===== src/rtl/syl_pkg.sv =====
package syl_pkg;
  localparam int SYL_W    = 32;
  localparam int STOP_BIT = 31;
  localparam int OP_HI    = 30;
  localparam int OP_LO    = 27;

  localparam logic [3:0] OP_LOAD  = 4'hA;
  localparam logic [3:0] OP_STORE = 4'hB;
  localparam logic [3:0] OP_CTRL  = 4'hC;
  localparam logic [3:0] OP_MUL   = 4'hD;
  localparam logic [3:0] OP_IMMX  = 4'hE;

  typedef struct packed {
    logic ctrl;
    logic mul;
    logic immx;
    logic ls;
  } syl_class_t;

  function automatic syl_class_t classify(logic [3:0] op);
    syl_class_t c;
    c.ctrl = (op == OP_CTRL);
    c.mul  = (op == OP_MUL);
    c.immx = (op == OP_IMMX);
    c.ls   = (op == OP_LOAD) || (op == OP_STORE);
    return c;
  endfunction
endpackage


===== src/rtl/syl_unpack.sv =====
module syl_unpack #(
  parameter int CHUNK_SYL = 2,
  localparam int PW = (CHUNK_SYL > 1) ? $clog2(CHUNK_SYL) : 1
) (
  input  logic                         clk_i,
  input  logic                         rst_ni,
  input  logic                         chunk_valid_i,
  output logic                         chunk_ready_o,
  input  logic [CHUNK_SYL*32-1:0]      chunk_data_i,
  output logic                         syl_valid_o,
  output logic [31:0]                  syl_o,
  output logic                         syl_odd_o,
  input  logic                         syl_take_i
);
  logic [CHUNK_SYL-1:0][31:0] sbuf_q;
  logic [PW-1:0]              ptr_q;
  logic                       full_q;
  logic                       last;

  assign last          = (ptr_q == PW'(CHUNK_SYL - 1));
  assign chunk_ready_o = !full_q || (syl_take_i && last);
  assign syl_valid_o   = full_q;
  assign syl_o         = sbuf_q[ptr_q];
  // chunk base is even-aligned, so parity follows the in-chunk index
  assign syl_odd_o     = ptr_q[0];

  always_ff @(posedge clk_i or negedge rst_ni) begin
    if (!rst_ni) begin
      sbuf_q <= '0;
      ptr_q  <= '0;
      full_q <= 1'b0;
    end else if (chunk_valid_i && chunk_ready_o) begin
      sbuf_q <= chunk_data_i;
      ptr_q  <= '0;
      full_q <= 1'b1;
    end else if (syl_take_i) begin
      if (last) full_q <= 1'b0;
      else      ptr_q  <= ptr_q + 1'b1;
    end
  end
endmodule


===== src/rtl/syl_rules.sv =====
module syl_rules
  import syl_pkg::*;
(
  input  logic [3:0] op_i,
  input  logic       odd_i,
  input  logic       first_i,
  input  logic       ls_seen_i,
  output logic       bad_o,
  output logic       is_ls_o
);
  syl_class_t c;

  always_comb begin
    c       = classify(op_i);
    is_ls_o = c.ls;
    bad_o   = (c.ctrl && !first_i)
            | (c.mul  && !odd_i)
            | (c.immx &&  odd_i)
            | (c.ls   &&  ls_seen_i);
  end
endmodule


===== src/rtl/syl_asm.sv =====
module syl_asm
  import syl_pkg::*;
#(
  parameter int NSLOT = 4,
  localparam int CW = $clog2(NSLOT + 1)
) (
  input  logic                   clk_i,
  input  logic                   rst_ni,
  input  logic                   syl_valid_i,
  input  logic [31:0]            syl_i,
  output logic                   syl_take_o,
  input  logic                   bad_i,
  input  logic                   is_ls_i,
  output logic                   first_o,
  output logic                   ls_seen_o,
  output logic                   out_valid_o,
  input  logic                   out_ready_i,
  output logic [NSLOT*32-1:0]    out_slots_o,
  output logic [CW-1:0]          out_count_o,
  output logic                   out_viol_o,
  output logic                   out_ovf_o
);
  logic [NSLOT-1:0][31:0] acc_q, out_q;
  logic [CW-1:0]          cnt_q, ocnt_q;
  logic                   ls_q, viol_q;
  logic                   ovalid_q, oviol_q, oovf_q;
  logic                   stop, cap, close;

  assign stop       = syl_i[STOP_BIT];
  assign cap        = (cnt_q == CW'(NSLOT - 1));
  assign close      = stop || cap;
  assign syl_take_o = syl_valid_i && (!close || !ovalid_q || out_ready_i);
  assign first_o    = (cnt_q == '0);
  assign ls_seen_o  = ls_q;

  assign out_valid_o = ovalid_q;
  assign out_slots_o = out_q;
  assign out_count_o = ocnt_q;
  assign out_viol_o  = oviol_q;
  assign out_ovf_o   = oovf_q;

  always_ff @(posedge clk_i or negedge rst_ni) begin
    if (!rst_ni) begin
      acc_q    <= '0;
      out_q    <= '0;
      cnt_q    <= '0;
      ocnt_q   <= '0;
      ls_q     <= 1'b0;
      viol_q   <= 1'b0;
      ovalid_q <= 1'b0;
      oviol_q  <= 1'b0;
      oovf_q   <= 1'b0;
    end else begin
      if (ovalid_q && out_ready_i) ovalid_q <= 1'b0;
      if (syl_take_o) begin
        if (close) begin
          for (int i = 0; i < NSLOT; i++)
            out_q[i] <= (CW'(i) == cnt_q) ? syl_i : acc_q[i];
          ocnt_q   <= cnt_q + 1'b1;
          oviol_q  <= viol_q | bad_i;
          oovf_q   <= !stop;
          ovalid_q <= 1'b1;
          acc_q    <= '0;
          cnt_q    <= '0;
          ls_q     <= 1'b0;
          viol_q   <= 1'b0;
        end else begin
          for (int i = 0; i < NSLOT; i++)
            if (CW'(i) == cnt_q) acc_q[i] <= syl_i;
          cnt_q  <= cnt_q + 1'b1;
          ls_q   <= ls_q | is_ls_i;
          viol_q <= viol_q | bad_i;
        end
      end
    end
  end
endmodule


===== src/rtl/syl_bundler.sv =====
module syl_bundler
  import syl_pkg::*;
#(
  parameter int NSLOT     = 4,
  parameter int CHUNK_SYL = 2
) (
  input  logic                            clk_i,
  input  logic                            rst_ni,
  input  logic                            chunk_valid_i,
  output logic                            chunk_ready_o,
  input  logic [CHUNK_SYL*32-1:0]         chunk_data_i,
  output logic                            bnd_valid_o,
  input  logic                            bnd_ready_i,
  output logic [NSLOT*32-1:0]             bnd_slots_o,
  output logic [$clog2(NSLOT+1)-1:0]      bnd_count_o,
  output logic                            bnd_viol_o,
  output logic                            bnd_ovf_o
);
  logic        syl_valid, syl_odd, syl_take;
  logic [31:0] syl;
  logic        bad, is_ls, first, ls_seen;

  syl_unpack #(.CHUNK_SYL(CHUNK_SYL)) u_unpack (
    .clk_i         (clk_i),
    .rst_ni        (rst_ni),
    .chunk_valid_i (chunk_valid_i),
    .chunk_ready_o (chunk_ready_o),
    .chunk_data_i  (chunk_data_i),
    .syl_valid_o   (syl_valid),
    .syl_o         (syl),
    .syl_odd_o     (syl_odd),
    .syl_take_i    (syl_take)
  );

  syl_rules u_rules (
    .op_i      (syl[OP_HI:OP_LO]),
    .odd_i     (syl_odd),
    .first_i   (first),
    .ls_seen_i (ls_seen),
    .bad_o     (bad),
    .is_ls_o   (is_ls)
  );

  syl_asm #(.NSLOT(NSLOT)) u_asm (
    .clk_i       (clk_i),
    .rst_ni      (rst_ni),
    .syl_valid_i (syl_valid),
    .syl_i       (syl),
    .syl_take_o  (syl_take),
    .bad_i       (bad),
    .is_ls_i     (is_ls),
    .first_o     (first),
    .ls_seen_o   (ls_seen),
    .out_valid_o (bnd_valid_o),
    .out_ready_i (bnd_ready_i),
    .out_slots_o (bnd_slots_o),
    .out_count_o (bnd_count_o),
    .out_viol_o  (bnd_viol_o),
    .out_ovf_o   (bnd_ovf_o)
  );
endmodule


===== config.mk =====
export PLATFORM = sky130hd
export DESIGN_NAME = syl_bundler
export DESIGN_NICKNAME = d
export VERILOG_FILES = /design/src/rtl/syl_pkg.sv /design/src/rtl/syl_unpack.sv /design/src/rtl/syl_rules.sv /design/src/rtl/syl_asm.sv /design/src/rtl/syl_bundler.sv
export SDC_FILE = /design/constraint.sdc
export NUM_CORES = 1
export LEC_CHECK = 0
export BUFFER_PORTS_ARGS = -buffer_cell sky130_fd_sc_hd__buf_2
export CORE_UTILIZATION = 40
export DETAILED_ROUTE_END_ITERATION = 10
export GPL_TIMING_DRIVEN = 0
export PLACE_DENSITY = 0.55
export SETUP_SLACK_MARGIN = 0.05
export SYNTH_ARGS = -nofsm -noshare
export SYNTH_HDL_FRONTEND = slang
export SYNTH_SLANG_ARGS = --single-unit

===== constraint.sdc =====
create_clock -name clk_i -period 3.4 [get_ports clk_i]
set_clock_uncertainty 0.1 [all_clocks]
set_input_delay 0.17 -clock clk_i [delete_from_list [all_inputs] [get_ports clk_i]]
set_output_delay 0.17 -clock clk_i [all_outputs]
set_load 0.02 [all_outputs]

== Yosys cells after proc, flatten, opt, wreduce, memory -nomap -nowiden ==
Cells that the tools add are included.

* Bits in writable memories: 0
* Input bits: 68
* Memories: 0
* Output and inout port bits: 135
* Logic and storage cells: 79
* Bits in latches: 0
* Bits in registers: 333
* Memory bits (read-only): 0

* Eq/ne operators: 9
* Shifts and indexed selects: 0
* Order comparisons: 1
* Bitwise logic cells: 5
* Div/mod/pow operators: 0
* $add $sub $neg: 2
* Muxes and demuxes: 19
* Reduce and logical (&&, ||, !) cells: 24
* Multipliers: 0

{| class="wikitable"
|+ Operator list
! operator !! count
|-
| $mux 32 || 6
|-
| $mux 128 || 1
|-
| $eq 4x4->1 const B || 5
|-
| $mux 1 || 11
|-
| $logic_and 1x1->1 || 8
|-
| $eq 2x3->1 const A || 2
|-
| $logic_not 1->1 || 6
|-
| $logic_or 1x1->1 || 5
|-
| $or 1x1->1 || 5
|-
| $reduce_and 2->1 || 2
|-
| $reduce_bool 2->1 || 2
|-
| $add 3x1->3 const B || 1
|-
| $eq 1x3->1 const A || 1
|-
| $eq 3x2->1 const B || 1
|-
| $logic_not 3->1 || 1
|-
| $mux 3 || 1
|-
| $lt 1x2->1 const B || 1
|-
| $add 1x1->1 const B || 1
|}

== Longest topological paths before layout ==
* Depth in word-level cells: 12
* Depth in mapped cells: 10
* Gate-level depth less buffers: 6

== Hierarchy ==
A second synthesis with hierarchy kept.

* Cell total of the unflattened synthesis: 1,427
* Area, all modules: 16,704.8 um^2

{| class="wikitable"
|+ By module, submodules not included
! module !! sequential area each (um^2) !! area an instance (um^2) !! cells an instance !! times used
|-
| syl_asm || 6,681.4 || 12,916.1 || 1,056 || 1
|-
| syl_unpack || 1,651.6 || 3,733.6 || 364 || 1
|-
| syl_rules || 0.0 || 55.1 || 7 || 1
|}

== Least setup slack after synthesis ==
Ideal clock, no wire load.

* Path type: reg-to-reg
* Start: register u_asm.cnt_q[0]
* End: register u_asm.acc_q[10] (netlist bit)
* Path buffers: 4
* Setup time: 135 ps
* Data required time: 3,165 ps
* Clock period less this slack: 2,347 ps
* Cell stages (with the launch flop): 10
* Arrival time: 2,112 ps
* Slack: 1,053 ps
* Cell sequence: dfrtp_1 -> ha_1 -> ha_1 -> clkbuf_1 -> or4_1 -> clkbuf_1 -> and2_1 -> buf_2 -> buf_6 -> o2bb2ai_1

* Longest elaborated chain between the ends: 6
* Elaborated cells on any way between the ends: 9
* Those cells by class: 1 x eq/ne; 2 x mux; 6 x reduce/logical

{| class="wikitable"
|+ RTL lines
! what !! RTL line !! source
|-
| start: declaration || syl_asm.sv:24 || <nowiki>logic [CW-1:0] cnt_q, ocnt_q;</nowiki>
|-
| start signal: assignment || syl_asm.sv:70 || <nowiki>cnt_q <= cnt_q + 1'b1;</nowiki>
|-
| $eq 3x2->1 || syl_asm.sv:30 || <nowiki>assign cap = (cnt_q == CW'(NSLOT - 1));</nowiki>
|-
| $logic_or 1x1->1 || syl_asm.sv:31 || <nowiki>assign close = stop || cap;</nowiki>
|-
| $logic_not 1->1 || syl_asm.sv:32 || <nowiki>assign syl_take_o = syl_valid_i && (!close || !ovalid_q || out_ready_i);</nowiki>
|-
| $logic_or 1x1->1 (2 in series) || syl_asm.sv:32 ||
|-
| $logic_and 1x1->1 || syl_asm.sv:32 ||
|-
| end signal: indexed assignment || syl_asm.sv:69 || <nowiki>if (CW'(i) == cnt_q) acc_q[i] <= syl_i;</nowiki>
|-
| end: declaration || syl_asm.sv:23 || <nowiki>logic [NSLOT-1:0][31:0] acc_q, out_q;</nowiki>
|}

Parallel ways exist; a longest one is shown, timed or not.
A chain may end at the register's enable or synchronous reset.

== Worst setup path after layout ==
* Start: register u_asm.cnt_q[0]
* End: register u_asm.out_q, in the netlist u_asm.out_slots_o[1]

* Longest elaborated chain between the ends: 7
* Elaborated cells on any way between the ends: 9
* Those cells by class: 1 x eq/ne; 1 x mux; 7 x reduce/logical

{| class="wikitable"
|+ RTL lines
! what !! RTL line !! source
|-
| $eq 3x2->1 || syl_asm.sv:30 ||
|-
| $logic_or 1x1->1 || syl_asm.sv:31 ||
|-
| $logic_not 1->1 || syl_asm.sv:32 ||
|-
| $logic_or 1x1->1 (2 in series) || syl_asm.sv:32 ||
|-
| $logic_and 1x1->1 || syl_asm.sv:32 ||
|-
| $reduce_and 2->1 (no source line) || - ||
|-
| end signal: indexed assignment || syl_asm.sv:58 || <nowiki>out_q[i] <= (CW'(i) == cnt_q) ? syl_i : acc_q[i];</nowiki>
|-
| end: declaration || syl_asm.sv:23 ||
|}

Parallel ways exist; a longest one is shown, timed or not.

==> impl_metrics.env <==
export IMPL_outcome="finished clean"
export IMPL_grt_max_degree=110
export IMPL_synth_area_per_cell_um2=11.03
export IMPL_syn_to_final_growth_pct=26.27
export IMPL_coreArea_um2=32870
export IMPL_fp_dieW_um=185.8
export IMPL_vdd_ir_drop_max_mv=0.5115
export IMPL_rsz0062_at_grt="false"
export IMPL_setup_viol=0
export IMPL_maxCapViolCount=0
export IMPL_portBuffers=202
export IMPL_critical_path_class="flop to flop"
export IMPL_antenna_found_initial=0
export IMPL_drt_iter0_markers=745
export IMPL_power_density_nw_per_um2=1045
export IMPL_grt_pass1_wl_mm=60.93
export IMPL_rrSetupSlack_ps=320
export IMPL_path_max_fanout=10
export IMPL_period_needed_ps=3079
export IMPL_maxSlewHeadroom_pct=38.30
export IMPL_dieHeight_um=185.8
export IMPL_num_vias=10409
export IMPL_fillers=3105
export IMPL_tns_ps=0
export IMPL_routed_via_density=5.186
export IMPL_hold_viol_final=0
export IMPL_dp_hpwl_mm=27.04
export IMPL_clkSinkCount=333
export IMPL_die_area_um2=34510
export IMPL_gp_congestion=0.7752
export IMPL_yosys_top_cells_area="dfrtp_1, o2bb2ai_1, mux2_2"
export IMPL_rows=66
export IMPL_fmax_mhz=324.8
export IMPL_maxSlewViolCount=0
export IMPL_cts_root_buf="clkbuf_16"
export IMPL_syn_num_nets=1298
export IMPL_synth_top_cell_by_area="dfrtp_1"
export IMPL_crit_start="u_asm.cnt_q[0]$_DFFE_PN0N_"
export IMPL_yosys_warnings=0
export IMPL_timing_rr_start="u_asm.cnt_q[0]$_DFFE_PN0N_"
export IMPL_fin_util_pct=51.90
export IMPL_end_kind="flop"
export IMPL_cp_start_kind="flop"
export IMPL_syn_area_um2=13510
export IMPL_arrival_ps=3410
export IMPL_ys_seq_elements=333
export IMPL_p_leak_nw=8.081
export IMPL_cts_tree="built"
export IMPL_hp_class="primary input to asynchronous set/reset pin"
export IMPL_wl_per_cell_um=19.55
export IMPL_antenna_left=0
export IMPL_yosys_area_top_type_share_pct=61.69
export IMPL_cp_required_ps=3730
export IMPL_first_pass_iters=5
export IMPL_clkLatencyLatePin_ps=520
export IMPL_drt_wl_total_mm=39.24
export IMPL_ys_seq_area_share_pct=61.69
export IMPL_final_layout_size_suffix_gt1_share_pct=23.64
export IMPL_io_pins=203
export IMPL_syn_instance_count=1225
export IMPL_track_usage_pct=23.36
export IMPL_grt_pass1_vias=10494
export IMPL_yosysUniqueCellTypes=34
export IMPL_route_detailed_drc=0
export IMPL_start_util_pct=41.10
export IMPL_diodes=0
export IMPL_ctsLongestPathBuffers=3
export IMPL_htreeDepth=2
export IMPL_path_clk_slew_ps=60
export IMPL_tightest_slew_ps=899.8
export IMPL_cts_buffers=37
export IMPL_overflow=0
export IMPL_finalNetCount=1611
export IMPL_min_period_over_period_pct=90.54
export IMPL_worst_hold_slack_ps=92.57
export IMPL_ff2ff_path_depth=10
-- synth_stat cells, drive strengths merged --
cell type	instances
and4b	1
mux2	66
or4	3
nand4b	1
and3	3
inv	6
a21boi	1
a22o	2
o21a	1
nand2b	5
buf	45
a21oi	128
mux2i	32
o21ai	137
nand2	137
o31ai	1
nand3	4
nor2	129
nor4bb	1
clkbuf	51
nor2b	1
and2	35
dfrtp	333
a31oi	1
nor3	1
a211oi	1
o211ai	1
o2bb2ai	93
ha	5
-- power by group --
group	total [mW]	leakage, nW	switching [mW]	internal (mW)
sequential	6.26	4.36	0.856	5.41
combinational	7.59	3.12	5.09	2.51
clock	3.97	0.599	1.61	2.36
-- cell families (layout without fill, tap and decap cells) --
| logic type | after synthesis | count (layout) | share of synthesized area [%] |
|---|---|---|---|
| AO/OA/AOI/OAI | 366 | 366 | 16.34 |
| flip-flops | 333 | 333 | 61.69 |
| AND/OR/NAND/NOR | 321 | 321 | 9.994 |
| buffers and inverters | 102 | 442 | 3.612 |
| multiplexers | 98 | 98 | 7.901 |
| adder cells (fa/ha/maj) | 5 | 5 | 0.4631 |
-- final timing paths --
check,to
setup reg to reg,u_asm.out_slots_o[1]$_DFFE_PN0P_
max in group asynchronous,u_asm.acc_q[59]$_DFFE_PN0N_
min in group clk_i,u_unpack.syl_valid_o$_DFFE_PN0P_
setup / recovery,u_asm.out_slots_o[1]$_DFFE_PN0P_
hold / removal,u_unpack.sbuf_q[63]$_DFFE_PN0P_
hold reg to reg,u_asm.out_slots_o[88]$_DFFE_PN0P_
-- metrics by stage --
| step | cells | total power, mW | area (µm²) | setup slack [ps] |
|---|---|---|---|---|
| after floorplan | 1225 | 10.96 | 13510 | 1053 |
| after CTS | 2005 | 17.95 | 17040 | 106.9 |
| after global routing | 2007 | 19.00 | 17060 | 179.4 |
| final | 2007 | 17.83 | 17060 | 321.5 |
| after detailed placement | 1872 | 13.86 | 15160 | -47.56 |
| after global placement | 1869 | 13.74 | 15070 | -4611 |
-- sequential cells by signal, summed over array words and instances (netlist names) --
register and cells:
u_asm.out_viol_o 1, u_asm.ls_seen_o 1, u_unpack.syl_odd_o 1, u_asm.acc_q 128
u_unpack.syl_valid_o 1, u_asm.viol_q 1, u_unpack.sbuf_q 64, u_asm.out_count_o 3
u_asm.out_ovf_o 1, u_asm.out_slots_o 128, u_asm.cnt_q 3, u_asm.out_valid_o 1
-- cell usage in the layout, fill, tap and decap left out, drive strengths merged --
| cell | synthesis | routed |
|---|---|---|
| dfrtp | 333 | 333 |
| buf | 45 | 252 |
| o21ai | 137 | 137 |
| nand2 | 137 | 137 |
| nor2 | 129 | 129 |
| a21oi | 128 | 128 |
| clkbuf | 51 | 105 |
| o2bb2ai | 93 | 93 |
| dlygate4sd3 | 0 | 67 |
| mux2 | 66 | 66 |
| and2 | 35 | 35 |
| mux2i | 32 | 32 |
| clkinv | 0 | 8 |
| inv | 6 | 8 |
| nand2b | 5 | 5 |
| ha | 5 | 5 |
| nand3 | 4 | 4 |
| or4 | 3 | 3 |
| and3 | 3 | 3 |
| a22o | 2 | 2 |
| bufinv | 0 | 2 |
| o211ai | 1 | 1 |
| a21boi | 1 | 1 |
| nor3 | 1 | 1 |
| a31oi | 1 | 1 |
| nand4b | 1 | 1 |
| o31ai | 1 | 1 |
| and4b | 1 | 1 |
| nor4bb | 1 | 1 |
| o21a | 1 | 1 |
| a211oi | 1 | 1 |
| nor2b | 1 | 1 |
-- metal layers --
| metal | routed length (µm) | vias up | track usage (%) |
|---|---|---|---|
| li1 | - | 4884 | - |
| met1 | 18140 | 5224 | 32.69 |
| met2 | 18350 | 255 | 37.61 |
| met3 | 1973 | 46 | 3.815 |
| met4 | 774 | 0 | 6.164 |
| met5 | 0 | - | 0 |
-- timing repair --
action                                  CTS  global route
pin swaps                                 0             1
gates resized for setup                   1             0
buffers inserted                          0             2
endpoints found under the setup margin   90            36
hold endpoints to repair                190             0
hold buffers                             67             0
-- cell type report --
cell class / count / area (µm²) / area share (%)
flip-flops and latches: 333 / 8333 / 48.86
multi-input cells: 790 / 4696 / 27.53
repair buffers: 274 / 1789 / 10.49
clock buffers: 54 / 1080 / 6.331
well taps: 442 / 553.0 / 3.242
plain buffers: 96 / 465.4 / 2.729
clock inverters: 12 / 117.6 / 0.6896
inverters: 6 / 22.52 / 0.1320
-- critical path: stages (launching register included) --
cell and delay [ps]:
dfrtp_1 440, ha_1 230, ha_1 170, clkbuf_1 210
o211ai_4 360, buf_2 340, buf_4 240, buf_2 380
buf_2 360, nand2_1 80, o21ai_0 80
Note: power is estimated with default switching activity, not from simulation.
